### src/rtl/flow_pkg.sv
// Shared types for the control-flow sequencer.
// Assumes branch kinds arrive as a 4-bit code and unknown codes act as sequential.
package flow_pkg;

    typedef enum logic [3:0] {
        K_SEQ      = 4'd0,
        K_COND     = 4'd1,
        K_SHORT    = 4'd2,
        K_PAGE     = 4'd3,
        K_FAR      = 4'd4,
        K_INDIR    = 4'd5,
        K_PAGECALL = 4'd6,
        K_FARCALL  = 4'd7,
        K_RET      = 4'd8,
        K_RETI     = 4'd9
    } br_kind_e;

    typedef enum logic [2:0] {
        ST_IDLE,
        ST_PUSH_LO,
        ST_PUSH_HI,
        ST_POP_HI,
        ST_POP_LO
    } stk_state_e;

    // True for kinds that save a return address
    function automatic logic is_call(br_kind_e k);
        return (k == K_PAGECALL) || (k == K_FARCALL);
    endfunction

    // True for kinds that restore a return address
    function automatic logic is_return(br_kind_e k);
        return (k == K_RET) || (k == K_RETI);
    endfunction

endpackage

### src/rtl/target_calc.sv
// Combinational destination calculator.
// Works out the address after the current instruction and the destination for
// every branch kind except returns, whose destination comes from the stack.
// Assumes ADDR_W > PAGE_W, ADDR_W > OFF_W and ADDR_W > DATA_W.
module target_calc
    import flow_pkg::*;
#(
    parameter int ADDR_W = 16,
    parameter int PAGE_W = 11,
    parameter int OFF_W  = 8,
    parameter int DATA_W = 8,
    parameter int LEN_W  = 2
) (
    input  logic [ADDR_W-1:0] cur_pc,
    input  logic [LEN_W-1:0]  len,
    input  logic [3:0]        kind_raw,
    input  logic              taken,
    input  logic [PAGE_W-1:0] page,
    input  logic [ADDR_W-1:0] far,
    input  logic [OFF_W-1:0]  off,
    input  logic [DATA_W-1:0] acc,
    input  logic [ADDR_W-1:0] dptr,
    output logic [ADDR_W-1:0] next_seq,
    output logic [ADDR_W-1:0] target
);

    localparam int OFF_EXT = ADDR_W - OFF_W;
    localparam int ACC_EXT = ADDR_W - DATA_W;

    br_kind_e          kind;
    logic [ADDR_W-1:0] rel_dest;
    logic [ADDR_W-1:0] page_dest;
    logic [ADDR_W-1:0] indir_dest;

    assign kind = br_kind_e'(kind_raw);

    // Address of the following instruction and the three computed destinations
    always_comb begin
        next_seq   = cur_pc + ADDR_W'(len);
        rel_dest   = next_seq + {{OFF_EXT{off[OFF_W-1]}}, off};
        page_dest  = {next_seq[ADDR_W-1:PAGE_W], page};
        indir_dest = dptr + {{ACC_EXT{1'b0}}, acc};
    end

    // Pick the destination by kind
    always_comb begin
        case (kind)
            K_COND:                target = taken ? rel_dest : next_seq;
            K_SHORT:               target = rel_dest;
            K_PAGE, K_PAGECALL:    target = page_dest;
            K_FAR, K_FARCALL:      target = far;
            K_INDIR:               target = indir_dest;
            default:               target = next_seq;
        endcase
    end

endmodule

### src/rtl/stack_engine.sv
// Stack pointer and two-byte push/pop sequencer.
// A push increments SP before each byte store, low byte first. A pop reads
// the high byte at SP, then the low byte, decrementing SP after each read.
// Assumes the RAM returns read data in the same cycle as the read strobe, and
// that start requests are only raised while idle.
module stack_engine
    import flow_pkg::*;
#(
    parameter int          ADDR_W   = 16,
    parameter int          DATA_W   = 8,
    parameter int          SP_W     = 8,
    parameter logic [7:0]  SP_RESET = 8'h07
) (
    input  logic              clk,
    input  logic              rst_n,
    input  logic              start_call,
    input  logic              start_ret,
    input  logic              start_reti,
    input  logic [ADDR_W-1:0] save_addr,
    input  logic [ADDR_W-1:0] call_dest,
    output logic              busy,
    output logic [SP_W-1:0]   sp,
    output logic              ram_we,
    output logic              ram_re,
    output logic [SP_W-1:0]   ram_addr,
    output logic [DATA_W-1:0] ram_wdata,
    input  logic [DATA_W-1:0] ram_rdata,
    output logic              load_pc,
    output logic [ADDR_W-1:0] load_val,
    output logic              release_strobe
);

    localparam logic [SP_W-1:0] SP_ONE  = SP_W'(1);
    localparam int              HI_LSB  = ADDR_W - DATA_W;

    stk_state_e        state;
    logic [ADDR_W-1:0] saved_q;
    logic [ADDR_W-1:0] dest_q;
    logic [DATA_W-1:0] hi_q;
    logic              reti_q;
    logic              pushing;

    // Sequence state, stack pointer and latched operands
    always_ff @(posedge clk) begin
        if (!rst_n) begin
            state   <= ST_IDLE;
            sp      <= SP_RESET[SP_W-1:0];
            saved_q <= '0;
            dest_q  <= '0;
            hi_q    <= '0;
            reti_q  <= 1'b0;
        end else begin
            case (state)
                ST_IDLE: begin
                    if (start_call) begin
                        saved_q <= save_addr;
                        dest_q  <= call_dest;
                        state   <= ST_PUSH_LO;
                    end else if (start_ret) begin
                        reti_q  <= start_reti;
                        state   <= ST_POP_HI;
                    end
                end
                ST_PUSH_LO: begin
                    sp    <= sp + SP_ONE;
                    state <= ST_PUSH_HI;
                end
                ST_PUSH_HI: begin
                    sp    <= sp + SP_ONE;
                    state <= ST_IDLE;
                end
                ST_POP_HI: begin
                    hi_q  <= ram_rdata;
                    sp    <= sp - SP_ONE;
                    state <= ST_POP_LO;
                end
                ST_POP_LO: begin
                    sp    <= sp - SP_ONE;
                    state <= ST_IDLE;
                end
                default: state <= ST_IDLE;
            endcase
        end
    end

    // RAM strobes, address and write byte for the current step
    always_comb begin
        pushing   = (state == ST_PUSH_LO) || (state == ST_PUSH_HI);
        ram_we    = pushing;
        ram_re    = (state == ST_POP_HI) || (state == ST_POP_LO);
        ram_addr  = pushing ? (sp + SP_ONE) : sp;
        ram_wdata = (state == ST_PUSH_LO) ? saved_q[DATA_W-1:0]
                                          : saved_q[ADDR_W-1:HI_LSB];
    end

    // PC reload at the last step of a sequence, plus the release strobe
    always_comb begin
        busy           = (state != ST_IDLE);
        load_pc        = (state == ST_PUSH_HI) || (state == ST_POP_LO);
        load_val       = (state == ST_PUSH_HI) ? dest_q : {hi_q, ram_rdata};
        release_strobe = (state == ST_POP_LO) && reti_q;
    end

endmodule

### src/rtl/flow_sequencer.sv
// Top of the call, return and jump sequencer.
// Owns the program counter. Plain branches update it in one cycle, and calls
// and returns hand off to the stack engine, which reloads it at the end.
// Assumes ADDR_W is exactly two RAM bytes wide.
module flow_sequencer
    import flow_pkg::*;
#(
    parameter int         ADDR_W   = 16,
    parameter int         PAGE_W   = 11,
    parameter int         OFF_W    = 8,
    parameter int         DATA_W   = 8,
    parameter int         LEN_W    = 2,
    parameter int         SP_W     = 8,
    parameter logic [7:0] SP_RESET = 8'h07
) (
    input  logic              clk,
    input  logic              rst_n,
    input  logic              issue,
    input  logic [3:0]        br_kind,
    input  logic [LEN_W-1:0]  ins_len,
    input  logic              taken,
    input  logic [PAGE_W-1:0] page_addr,
    input  logic [ADDR_W-1:0] far_addr,
    input  logic [OFF_W-1:0]  rel_off,
    input  logic [DATA_W-1:0] acc,
    input  logic [ADDR_W-1:0] dptr,
    output logic [ADDR_W-1:0] pc,
    output logic [SP_W-1:0]   sp,
    output logic              busy,
    output logic              ram_we,
    output logic              ram_re,
    output logic [SP_W-1:0]   ram_addr,
    output logic [DATA_W-1:0] ram_wdata,
    input  logic [DATA_W-1:0] ram_rdata,
    output logic              irq_release
);

    br_kind_e          kind;
    logic              accept;
    logic              go_call;
    logic              go_ret;
    logic [ADDR_W-1:0] next_seq;
    logic [ADDR_W-1:0] dest;
    logic              eng_load;
    logic [ADDR_W-1:0] eng_val;

    assign kind    = br_kind_e'(br_kind);
    assign accept  = issue && !busy;
    assign go_call = accept && is_call(kind);
    assign go_ret  = accept && is_return(kind);

    target_calc #(
        .ADDR_W (ADDR_W),
        .PAGE_W (PAGE_W),
        .OFF_W  (OFF_W),
        .DATA_W (DATA_W),
        .LEN_W  (LEN_W)
    ) u_calc (
        .cur_pc   (pc),
        .len      (ins_len),
        .kind_raw (br_kind),
        .taken    (taken),
        .page     (page_addr),
        .far      (far_addr),
        .off      (rel_off),
        .acc      (acc),
        .dptr     (dptr),
        .next_seq (next_seq),
        .target   (dest)
    );

    stack_engine #(
        .ADDR_W   (ADDR_W),
        .DATA_W   (DATA_W),
        .SP_W     (SP_W),
        .SP_RESET (SP_RESET)
    ) u_stack (
        .clk            (clk),
        .rst_n          (rst_n),
        .start_call     (go_call),
        .start_ret      (go_ret),
        .start_reti     (kind == K_RETI),
        .save_addr      (next_seq),
        .call_dest      (dest),
        .busy           (busy),
        .sp             (sp),
        .ram_we         (ram_we),
        .ram_re         (ram_re),
        .ram_addr       (ram_addr),
        .ram_wdata      (ram_wdata),
        .ram_rdata      (ram_rdata),
        .load_pc        (eng_load),
        .load_val       (eng_val),
        .release_strobe (irq_release)
    );

    // Program counter: direct branch update or reload from the stack engine
    always_ff @(posedge clk) begin
        if (!rst_n) begin
            pc <= '0;
        end else if (eng_load) begin
            pc <= eng_val;
        end else if (accept && !is_call(kind) && !is_return(kind)) begin
            pc <= dest;
        end
    end

endmodule

### config.mk
export PLATFORM = sky130hd
export DESIGN_NAME = flow_sequencer
export DESIGN_NICKNAME = d
export VERILOG_FILES = /design/src/rtl/flow_pkg.sv /design/src/rtl/target_calc.sv /design/src/rtl/stack_engine.sv /design/src/rtl/flow_sequencer.sv
export SDC_FILE = /design/constraint.sdc
export NUM_CORES = 1
export LEC_CHECK = 0
export BUFFER_PORTS_ARGS = -buffer_cell sky130_fd_sc_hd__buf_2
export CORE_ASPECT_RATIO = 0.8
export CORE_MARGIN = 2
export CORE_UTILIZATION = 35
export CTS_BUF_LIST = sky130_fd_sc_hd__clkbuf_2 sky130_fd_sc_hd__clkbuf_4 sky130_fd_sc_hd__clkbuf_8
export CTS_CLUSTER_DIAMETER = 100
export DETAILED_ROUTE_END_ITERATION = 7
export RECOVER_POWER = 50
export SLEW_MARGIN = 5
export SYNTH_ARGS = -nofsm -noshare
export SYNTH_HDL_FRONTEND = slang
export SYNTH_SLANG_ARGS = --single-unit
### constraint.sdc
create_clock -name clk -period 3.2 [get_ports clk]
set_input_delay 0.48 -clock clk [delete_from_list [all_inputs] [get_ports clk]]
set_output_delay 0.48 -clock clk [all_outputs]
set_load 0.02 [all_outputs]
==> flow_summary_export.csv <==
group,metric,value,unit
run_status,run_status,"completed",
final_layout,final_common_cell,"buf_2",
die,dieArea,17100,µm²
logic_synthesis,synth_top_family_by_area,"compound AO/OA/AOI/OAI gates",
routing,drc,0,
clock_tree,numCtsBuffers,9,
sta,drv_slew,0,
die,ios,121,
routing,wl,20200,µm
routing,top_layer_used,"met4",
logic_synthesis,synth.mux.area_fraction,0.0411,
logic_synthesis,syn_nets,831,
critical_path,worstSetupEndpointType,"flop",
critical_path,required,3.45,ns
final_layout,register_area,1370,µm²
logic_synthesis,post_synth_num_cell_types,85,
logic_synthesis,yosysTopAreaCellShare,0.242,
clock_tree,clock_sinks,68,
place,dp_hpwl,15800,µm
pwr,powerDensity,412,nW/µm²
logic_synthesis,synth_simple_gate_area_frac,0.230,
global_route,grt_pass1_vias,5598,
final_layout,post_layout_nonfiller_instances,1123,
routing,drtIter0Drc,585,
sta,fin_skew,0.0101,ns
clock_tree,htree_num_levels,3,
logic_synthesis,synth_flop_cell,"dfxtp_1",
logic_synthesis,yosys.area_share.adder,0.0750,
critical_path,reg2reg_to,"pc[13]",
die,core_area,15700,µm²
routing,wl_met1,10200,µm
clock_tree,cts_buffer_depth,2,
logic_synthesis,synth-edff-count,0,
sta,fmax,0.323,GHz
pwr,peakVddDrop,0.000194,V
critical_path,worstRegToRegCells,14,
routing,met3WireLength,1310,µm
sta,hold_viol,0,
routing,ant_nets,0,
clock_tree,clk_root_buffer_cell,"clkbuf_8",
sta,fin_crit_sh,0.967,
final_layout,nets,1012,
logic_synthesis,synth-xor-area-share,0.0802,
routing,via_per_inst,5.43,
routing,wl_per_cell,18.0,µm
pwr,static-leakage-power,3.30,nW
global_route,overflow,0,
sta,finalSetupTns,0,ns
logic_synthesis,async_flop_share,0,
logic_synthesis,synth.area.top_cells,"dfxtp_1 24%, ha_1 6.4%, nand2_1 5.9%",
logic_synthesis,synth_area,5640,µm²
critical_path,cp-start-kind,"flop",
sta,maxSlewHeadroom,0.379,
sta,min_period,3.09,ns
sta,rsz0062_at_grt,"yes",
critical_path,ff2ff_setup_slack,0.11,ns
final_layout,diodes,0,
sta,setup_viol,0,
critical_path,worstSetupEndpoint,"pc[13]",
logic_synthesis,yosysSeqAreaShare,0.242,
global_route,grt_pass1_wl,31100,µm
clock_tree,cts_tree,"yes",
die,placementRows,41,
final_layout,layout-drive-gt1-share,0.346,
critical_path,crit_type,"flop to flop",
global_route,antenna_found_initial,0,
logic_synthesis,synth_compound_area_frac,0.279,
final_layout,num-fill-cells,1616,
die,initial_core_util,0.358,
logic_synthesis,avgSynthCellArea,7.81,µm²
logic_synthesis,postSynthCellCount,722,
critical_path,critPathLaunch,"pc[1]",
logic_synthesis,synth_top_cell_by_area,"dfxtp_1",
final_layout,final_cell_mix,"119 x buf_2, 89 x nand2_1, 89 x buf_4",
final_layout,syn2layout_area_growth,33.6,%
die,die_x,146,µm
place,dpl.cell_count,1105,
clock_tree,clock_latency,0.36,ns
clock_tree,cts.clk_slew.worst_paths,0.08,ns
routing,dr_wl_met2,8290,µm
final_layout,multi_input_area,4300,µm²
routing,dr.pass1.iters,5,
flow_run,drv_cap,0,
logic_synthesis,yosys_warnings,0,
global_route,grt_max_degree,55,
min_path,hold_path.class,"primary input to flop",
critical_path,rr_startpoint,"pc[1]",
critical_path,worstPathArrival,3.34,ns
global_route,grt_usage,0.231,
place,port-buffer-count,120,
sta,worstMarginPinSlew,0.931,ns
critical_path,critPathMaxFanout,5,
final_layout,final_util,0.478,
routing,num_vias,6096,
logic_synthesis,ys_ff_latch,68,
place,gp_congestion,0.994,
die,die_h,117,µm
## metal layers
metal / global-route usage / vias up
met2: 0.323 / 205
met5: 0 / -
met3: 0.0415 / 26
met4: 0.0680 / 0
li1: - / 2992
met1: 0.356 / 2873
## synthesized netlist by cell type, types with 4 or more instances
library cell and count:
a32oi_1 11, mux2_2 8, or3_1 5, xnor2_1 30, nand2_1 89, nor3_1 10, a21oi_2 4, mux2i_1 13
o21a_1 6, a221oi_1 7, dfxtp_1 68, nand2b_1 9, o21ai_0 42, nand4_1 5, nand3_1 23, o22ai_1 10
nor2_1 67, xor2_1 17, a211oi_2 5, a21oi_1 54, a211oi_1 22, a21o_1 7, ha_1 29, o21ai_1 8
and4_1 5, and3_1 5, a31oi_1 15, buf_2 12, inv_1 26, o211ai_1 5, nor4_1 4, clkbuf_1 18
nor2b_1 8
## registers in the layout, summed over array words and instances, names as in the netlist
signal           flops
pc                  16
u_stack.dest_q      16
u_stack.hi_q         8
u_stack.reti_q       1
u_stack.saved_q     16
u_stack.sp           8
u_stack.state        3
## timing repair
| action | 4_1_cts | 5_1_grt |
|---|---|---|
| endpoints found under the setup margin | 7 | 18 |
| resized for setup | 7 | 42 |
| cloned | 0 | 0 |
| setup buffers | 1 | 3 |
| hold buffers | 0 | 0 |
| pin swaps | 3 | 36 |
## worst min path at each step
stage          cells past startpoint                from                 end
2_1_floorplan                      2  u_stack.saved_q[0]  u_stack.saved_q[0]
3_3_place_gp                       2  u_stack.saved_q[1]  u_stack.saved_q[1]
3_5_place_dp                       2  u_stack.saved_q[0]  u_stack.saved_q[0]
4_1_cts                            3        ram_rdata[5]     u_stack.hi_q[5]
5_1_grt                            3        ram_rdata[1]     u_stack.hi_q[1]
6_report                           3        ram_rdata[2]     u_stack.hi_q[2]
## per-stage QoR
| stage | instance area (µm²) | worst slack [ns] | hold WS (ns) | total power, mW |
|---|---|---|---|---|
| floorplan | 5690 | 0.00881 | 0.433 | 1.68 |
| global placement | 7020 | -0.356 | 0.445 | 2.19 |
| detailed placement | 7020 | -0.354 | 0.445 | 2.19 |
| CTS | 7300 | 0.0172 | 0.351 | 3.03 |
| global route | 7530 | -0.0329 | 0.378 | 3.26 |
| finish | 7530 | 0.106 | 0.368 | 3.10 |
## report_power, final
part           total [mW]  internal, mW  switching, mW
Sequential          0.958         0.897         0.0609
Combinational        1.33         0.597          0.736
Clock               0.809         0.460          0.349
## worst max-delay path, stage by stage (launching register included)
cell and delay [ns]:
dfxtp_4 0.37, ha_4 0.22, a21oi_4 0.28, nand2b_1 0.21, xnor2_2 0.11, ha_1 0.32, buf_4 0.13, o211ai_1 0.10
o211ai_1 0.26, a41o_1 0.30, o21ai_2 0.10, buf_4 0.15, nor2_4 0.08, mux2i_2 0.26, a21boi_1 0.08
## layout make-up
cell class                      instances  area share
Multi-Input combinational cell        588       0.571
Sequential cell                        68       0.182
Timing Repair Buffer                  209       0.168
Tap cell                              215      0.0357
Clock buffer                           10      0.0183
Inverter                               27      0.0135
Clock inverter                          6      0.0115
## cells by family (layout without fill, tap and decap cells)
family,after synthesis,count (layout)
flip-flops,68,68
XOR/XNOR,49,49
adder cells (fa/ha/maj),32,32
multiplexers,22,22
AND/OR/NAND/NOR,258,258
AO/OA/AOI/OAI,227,227
buffers and inverters,66,252
Note: power is estimated with default switching activity, not from simulation.
